### src/rtl/cfg_issue_pkg.sv
package cfg_issue_pkg;

    // Instruction word layout; the selector position is decoded by the issue logic.
    typedef struct packed {
        logic [7:0]  opcode;
        logic [2:0]  cn;
        logic [12:0] operands;
    } instr_t;

    localparam int INSTR_W = $bits(instr_t);
    localparam int CN_W    = 3;

endpackage

### src/rtl/cfg_beat_loader.sv
module cfg_beat_loader #(
    parameter int CFG_W  = 128,
    parameter int BEAT_W = 32,
    parameter int SEL_W  = 3
) (
    input  logic              clk,
    input  logic              rst_n,
    input  logic              ld_valid,
    input  logic [SEL_W-1:0]  ld_sel,
    input  logic [BEAT_W-1:0] ld_data,
    output logic              wr_en,
    output logic [SEL_W-1:0]  wr_sel,
    output logic [CFG_W-1:0]  wr_data
);
    localparam int BEATS = CFG_W / BEAT_W;
    localparam int CNT_W = (BEATS > 2) ? $clog2(BEATS) : 1;
    localparam int ACC_W = CFG_W - BEAT_W;
    localparam logic [CNT_W-1:0] LAST = CNT_W'(BEATS - 1);

    typedef struct packed {
        logic [CNT_W-1:0] cnt;
        logic [SEL_W-1:0] sel;
        logic [ACC_W-1:0] acc;
    } st_t;

    st_t st_d, st_q;
    logic last_beat;

    always_comb begin
        st_d      = st_q;
        last_beat = ld_valid && (st_q.cnt == LAST);
        if (ld_valid) begin
            if (st_q.cnt == '0) begin
                st_d.sel = ld_sel;
            end
            if (last_beat) begin
                st_d.cnt = '0;
            end else begin
                st_d.cnt = st_q.cnt + 1'b1;
                st_d.acc[st_q.cnt*BEAT_W +: BEAT_W] = ld_data;
            end
        end
    end

    always_ff @(posedge clk) begin
        if (!rst_n) begin
            st_q <= '0;
        end else begin
            st_q <= st_d;
        end
    end

    assign wr_en   = last_beat;
    assign wr_sel  = st_q.sel;
    assign wr_data = {ld_data, st_q.acc};

endmodule

### src/rtl/cfg_reg_bank.sv
module cfg_reg_bank #(
    parameter int NUM_CFG = 8,
    parameter int CFG_W   = 128,
    parameter int SEL_W   = 3
) (
    input  logic             clk,
    input  logic             rst_n,
    input  logic             wr_en,
    input  logic [SEL_W-1:0] wr_sel,
    input  logic [CFG_W-1:0] wr_data,
    input  logic [SEL_W-1:0] rd_sel,
    output logic [CFG_W-1:0] rd_data,
    output logic             rd_valid
);
    typedef struct packed {
        logic             vld;
        logic [CFG_W-1:0] data;
    } ent_t;

    ent_t ent_d [NUM_CFG];
    ent_t ent_q [NUM_CFG];

    for (genvar g = 0; g < NUM_CFG; g++) begin : g_ent
        always_comb begin
            ent_d[g] = ent_q[g];
            if (wr_en && (wr_sel == SEL_W'(g))) begin
                ent_d[g].vld  = 1'b1;
                ent_d[g].data = wr_data;
            end
        end

        always_ff @(posedge clk) begin
            if (!rst_n) begin
                ent_q[g] <= '0;
            end else begin
                ent_q[g] <= ent_d[g];
            end
        end
    end

    logic fwd;

    always_comb begin
        fwd      = wr_en && (wr_sel == rd_sel);
        rd_data  = fwd ? wr_data : ent_q[rd_sel].data;
        rd_valid = fwd || ent_q[rd_sel].vld;
    end

endmodule

### src/rtl/cfg_issue_ctrl.sv
module cfg_issue_ctrl
    import cfg_issue_pkg::*;
#(
    parameter int CFG_W = 128,
    parameter int SEL_W = 3
) (
    input  logic             clk,
    input  logic             rst_n,
    input  logic             fetch_valid,
    input  instr_t           fetch_instr,
    output logic             fetch_ready,
    output logic [SEL_W-1:0] rd_sel,
    input  logic [CFG_W-1:0] rd_data,
    input  logic             rd_valid,
    output logic             iss_valid,
    output instr_t           iss_instr,
    output logic [CFG_W-1:0] iss_cfg
);
    typedef struct packed {
        logic             vld;
        instr_t           instr;
        logic [CFG_W-1:0] cfg;
    } iss_t;

    iss_t iss_d, iss_q;
    logic accept;

    always_comb begin
        rd_sel      = SEL_W'(fetch_instr.cn);
        fetch_ready = rd_valid;
        accept      = fetch_valid && rd_valid;
        iss_d       = iss_q;
        iss_d.vld   = accept;
        if (accept) begin
            iss_d.instr = fetch_instr;
            iss_d.cfg   = rd_data;
        end
    end

    always_ff @(posedge clk) begin
        if (!rst_n) begin
            iss_q <= '0;
        end else begin
            iss_q <= iss_d;
        end
    end

    assign iss_valid = iss_q.vld;
    assign iss_instr = iss_q.instr;
    assign iss_cfg   = iss_q.cfg;

endmodule

### src/rtl/cfg_issue_stage.sv
module cfg_issue_stage
    import cfg_issue_pkg::*;
#(
    parameter int NUM_CFG = 8,
    parameter int CFG_W   = 128,
    parameter int BEAT_W  = 32,
    parameter int SEL_W   = CN_W
) (
    input  logic               clk,
    input  logic               rst_n,
    input  logic               fetch_valid,
    input  logic [INSTR_W-1:0] fetch_instr,
    output logic               fetch_ready,
    input  logic               ld_valid,
    input  logic [SEL_W-1:0]   ld_sel,
    input  logic [BEAT_W-1:0]  ld_data,
    output logic               iss_valid,
    output logic [INSTR_W-1:0] iss_instr,
    output logic [CFG_W-1:0]   iss_cfg
);
    logic             cmt_en;
    logic [SEL_W-1:0] cmt_sel;
    logic [CFG_W-1:0] cmt_data;
    logic [SEL_W-1:0] rd_sel;
    logic [CFG_W-1:0] rd_data;
    logic             rd_valid;
    instr_t           iss_word;

    cfg_beat_loader #(.CFG_W(CFG_W), .BEAT_W(BEAT_W), .SEL_W(SEL_W)) u_loader (
        .clk     (clk),
        .rst_n   (rst_n),
        .ld_valid(ld_valid),
        .ld_sel  (ld_sel),
        .ld_data (ld_data),
        .wr_en   (cmt_en),
        .wr_sel  (cmt_sel),
        .wr_data (cmt_data)
    );

    cfg_reg_bank #(.NUM_CFG(NUM_CFG), .CFG_W(CFG_W), .SEL_W(SEL_W)) u_bank (
        .clk     (clk),
        .rst_n   (rst_n),
        .wr_en   (cmt_en),
        .wr_sel  (cmt_sel),
        .wr_data (cmt_data),
        .rd_sel  (rd_sel),
        .rd_data (rd_data),
        .rd_valid(rd_valid)
    );

    cfg_issue_ctrl #(.CFG_W(CFG_W), .SEL_W(SEL_W)) u_ctrl (
        .clk        (clk),
        .rst_n      (rst_n),
        .fetch_valid(fetch_valid),
        .fetch_instr(instr_t'(fetch_instr)),
        .fetch_ready(fetch_ready),
        .rd_sel     (rd_sel),
        .rd_data    (rd_data),
        .rd_valid   (rd_valid),
        .iss_valid  (iss_valid),
        .iss_instr  (iss_word),
        .iss_cfg    (iss_cfg)
    );

    assign iss_instr = iss_word;

endmodule

### config.mk
export PLATFORM = sky130hd
export DESIGN_NAME = cfg_issue_stage
export DESIGN_NICKNAME = d
export VERILOG_FILES = /design/src/rtl/cfg_issue_pkg.sv /design/src/rtl/cfg_beat_loader.sv /design/src/rtl/cfg_reg_bank.sv /design/src/rtl/cfg_issue_ctrl.sv /design/src/rtl/cfg_issue_stage.sv
export SDC_FILE = /design/constraint.sdc
export NUM_CORES = 2
export LEC_CHECK = 0
export ABC_AREA = 1
export BUFFER_PORTS_ARGS = -buffer_cell sky130_fd_sc_hd__buf_2
export CELL_PAD_IN_SITES_DETAIL_PLACEMENT = 2
export CELL_PAD_IN_SITES_GLOBAL_PLACEMENT = 2
export CORE_ASPECT_RATIO = 1.4
export CORE_UTILIZATION = 36
export DETAILED_ROUTE_END_ITERATION = 7
export PLACE_DENSITY = 0.78
export SLEW_MARGIN = 5
export SYNTH_ARGS = -nofsm -noshare
export SYNTH_HDL_FRONTEND = slang
export SYNTH_SLANG_ARGS = --single-unit
### constraint.sdc
create_clock -name clk -period 12.75 [get_ports clk]
set_clock_uncertainty 0.2 [all_clocks]
set_input_delay 2.55 -clock clk [delete_from_list [all_inputs] [get_ports clk]]
set_output_delay 2.55 -clock clk [all_outputs]
set_load 0.05 [all_outputs]
==> metrics.md <==
| Metric | Value |
|---|---|
| CP Cell Sequence | `buf_8, inv_8, nand2_1, nand2_1, nor2_1, nand2_8, nand3_2, buf_2` |
| Post-CTS sizing | `0` |
| Final worst-path cycle share | `66.7%` |
| Final setup vio count | `0` |
| Max cap viols | `0` |
| Final slew viol count | `0` |
| Clock transition at path regs | `0.06 ns` |
| Worst hold path class | `reg -> reg` |
| DRC Markers | `0` |
| Total GRT Usage | `27.5%` |
| CTS Hold Buffers Added | `0` |
| Top Family by Delay on Critical Path | `simple AND/OR/NAND/NOR gates` |
| Post-synth EDFFs | `1,031` |
| Fill cell count | `16,708` |
| Post-synth top flop | `edfxtp_1` |
| Asr flop ratio synth | `0%` |
| GPL Wtd Cong | `0.751` |
| Synth area leader | `edfxtp_1` |
| Area grow syn2layout | `12.5%` |
| TritonRoute pass-1 iters | `5` |
| Drt via density | `5.55` |
| Core region area | `154,000 um^2` |
| Post-synthesis register bit count | `1,286` |
| Initial core utilization | `36.4%` |
| Antenna-violating nets left | `0` |
| Count of cell types in the netlist | `26` |
| Worst Path Required | `10.00 ns` |
| Maximum fanout along the worst path | `159` |
| Sequential cell area fraction in the yosys report | `64.6%` |
| Post-CTS Setup Inserts | `0` |
| RSZ-0062 raised after global routing | `false` |
| FP Rows | `170` |
| Relative slew slack | `8.68%` |
| Total I/O pin count | `217` |
| Design Area, Final | `62,800 um^2` |
| WP data arrival | `5.75 ns` |
| Hold Fails Final Rpt | `0` |
| Setup Total Neg Slack | `0 ns` |
| WL/cell | `26.4 um` |
| Post-synth top cells | `nand2_1 (1,576), nor2_1 (1,374), edfxtp_1 (1,031)` |
| Area contributors post-synth | `edfxtp_1 (55%), nand2_1 (11%), nor2_1 (9.2%)` |
| Die ar. | `157,000 um^2` |
| Slew @ Worst Pin | `1.37 ns` |
| Grt ovf | `0` |
| Setup WS pre-CTS | `4.38 ns` |
| First-pass GRT wire length | `318,000 um` |
| Die Wd | `335 um` |
| CTS tree | `yes` |
| Mapped Nets | `6,092` |
| Yosys warning count | `0` |
| Crit-path max cell delay | `0.55 ns` |
| Crit start category | `primary input` |
| Min setup slack post-route | `4.25 ns` |
| Port bufs | `216` |
| Top cell by count, worst path | `nand2_1` |
| Status | `completed` |
| Layout cell share with drive strength beyond 1 | `8.29%` |
| Dpl hpwl | `113,000 um` |
| TritonCTS Buffers | `139` |
| Share of the synthesized area in the top cell type | `55.4%` |
| Sequential cell area | `36,100 um^2` |
| CP bufs+invs | `3` |
| Clock net sink count | `1,286` |
| Static Leak | `23.7 nW` |
| Skew-Pair Late Insertion Delay | `0.82 ns` |
| Initial antenna violation count | `13` |
| Post-Syn Area | `55,800 um^2` |
| Vias in the first global route | `49,097` |
| Placed Area | `58,300 um^2` |
| Kind of critical path | `in -> out` |
| Max frequency | `118 MHz` |
| Count leader, synth | `nand2_1` |
| Via Count | `45,462` |
| Total Nets Final | `6,078` |
| Largest net degree at the start of global routing | `216` |
| WHS | `0.259 ns` |
| Die H | `468 um` |
| Critical-path top delay cell | `buf_8` |
| Area of the multi-input gates | `17,200 um^2` |
| Post-Syn Instances | `6,024` |
| Clk root buf | `clkbuf_16` |
| H-tree levels | `4` |
| Bufs on Longest Clock Path | `3` |
| Max VDD drop | `132 uV` |
| Final min period | `8.50 ns` |
| 1st-iter DRT viols | `3,686` |
| Post-Route WL | `216,000 um` |
| Syn Area/Cell | `9.27 um^2` |
| Endpoint class of the critical path | `output port` |
| Pwr/cell area | `156 nW/um^2` |
[registers in the layout, indices dropped and copies added (netlist names)]
signal / flops
u_ctrl.iss_instr: 24
u_loader.st_q: 2
u_bank.ent_q: 1032
u_ctrl.iss_valid: 1
u_loader.wr_data: 96
u_ctrl.iss_cfg: 128
u_loader.wr_sel: 3
[tightest hold or removal path: stages (launching register included)]
cell,delay [ns]
dfxtp_1,0.32
nand2_1,0.06
nand2_1,0.04
[kinds of logic (layout without fill, tap and decap cells)]
logic type | after synthesis | after routing | synth area share (%)
simple gates | 3842 | 3842 | 27.9
flops | 1286 | 1286 | 64.6
buf+inv | 641 | 743 | 4.86
compound gates | 250 | 250 | 2.59
fa+ha+maj | 5 | 5 | 0.112
other cells | 0 | 5 | 0
[report_power, final]
| group | internal [mW] | switching, mW |
|---|---|---|
| registers | 4.69 | 0.0676 |
| logic | 0.195 | 0.769 |
| clock network | 2.35 | 1.74 |
[through the flow]
stage          util, %  std cells  power, mW
2_1_floorplan        -       6024       5.45
3_5_place_dp      38.0       7933       5.80
3_3_place_gp      38.0       7933       5.76
4_1_cts           40.9       8190       9.87
5_1_grt           40.9       8191       10.1
6_report          40.9       8195       9.81
[area by class of cell]
class / count / area share (%)
timing repair buffer: 278 / 2.54
multi-input combinational: 4097 / 27.4
clock buffer: 202 / 6.37
clock inverter: 55 / 0.812
tap: 2064 / 4.11
inverter: 208 / 1.37
sequential: 1286 / 57.4
antenna: 5 / 0.0199
[routing by layer]
metal / track usage (%) / part of all wire, % / routed length [um] / up-vias
met5: 0 / 0.0088 / 19 / -
met4: 10.6 / 3.3 / 7090 / 4
met3: 4.08 / 6.3 / 13600 / 359
li1: - / - / - / 19880
met1: 34.5 / 41 / 88500 / 23750
met2: 47.6 / 50 / 107000 / 1469
[final timing paths]
kind                                                   startpoint                           endpoint  slack (ns)  depth (start not counted)
worst max register to register     u_loader.st_q[99]$_SDFFE_PN0P_    u_ctrl.iss_cfg[10]$_SDFFE_PN0P_        7.89                         13
worst max-delay path                              fetch_instr[13]                        fetch_ready        4.25                          8
worst min register to register  u_bank.ent_q[4][128]$_SDFFE_PN1N_  u_bank.ent_q[4][128]$_SDFFE_PN1N_        0.26                          2
worst min-delay path            u_bank.ent_q[4][128]$_SDFFE_PN1N_  u_bank.ent_q[4][128]$_SDFFE_PN1N_        0.26                          2
[cells in the final DEF, fill, tap and decap left out, types with 21 or more instances in the layout]
cell type | Yosys | final
edfxtp_1 | 1031 | 1031
a31oi_1 | 31 | 31
clkbuf_16 | 0 | 147
inv_1 | 73 | 64
clkbuf_1 | 188 | 43
clkinv_1 | 128 | 144
a211oi_1 | 32 | 32
o21ai_0 | 117 | 114
a21oi_1 | 40 | 40
buf_2 | 196 | 212
buf_4 | 11 | 61
nand3_1 | 883 | 882
nand2_1 | 1576 | 1570
clkinv_2 | 0 | 21
nor2_1 | 1374 | 1373
a22oi_1 | 30 | 30
dfxtp_1 | 255 | 255
No activity file was read; power rests on OpenSTA's default activity.
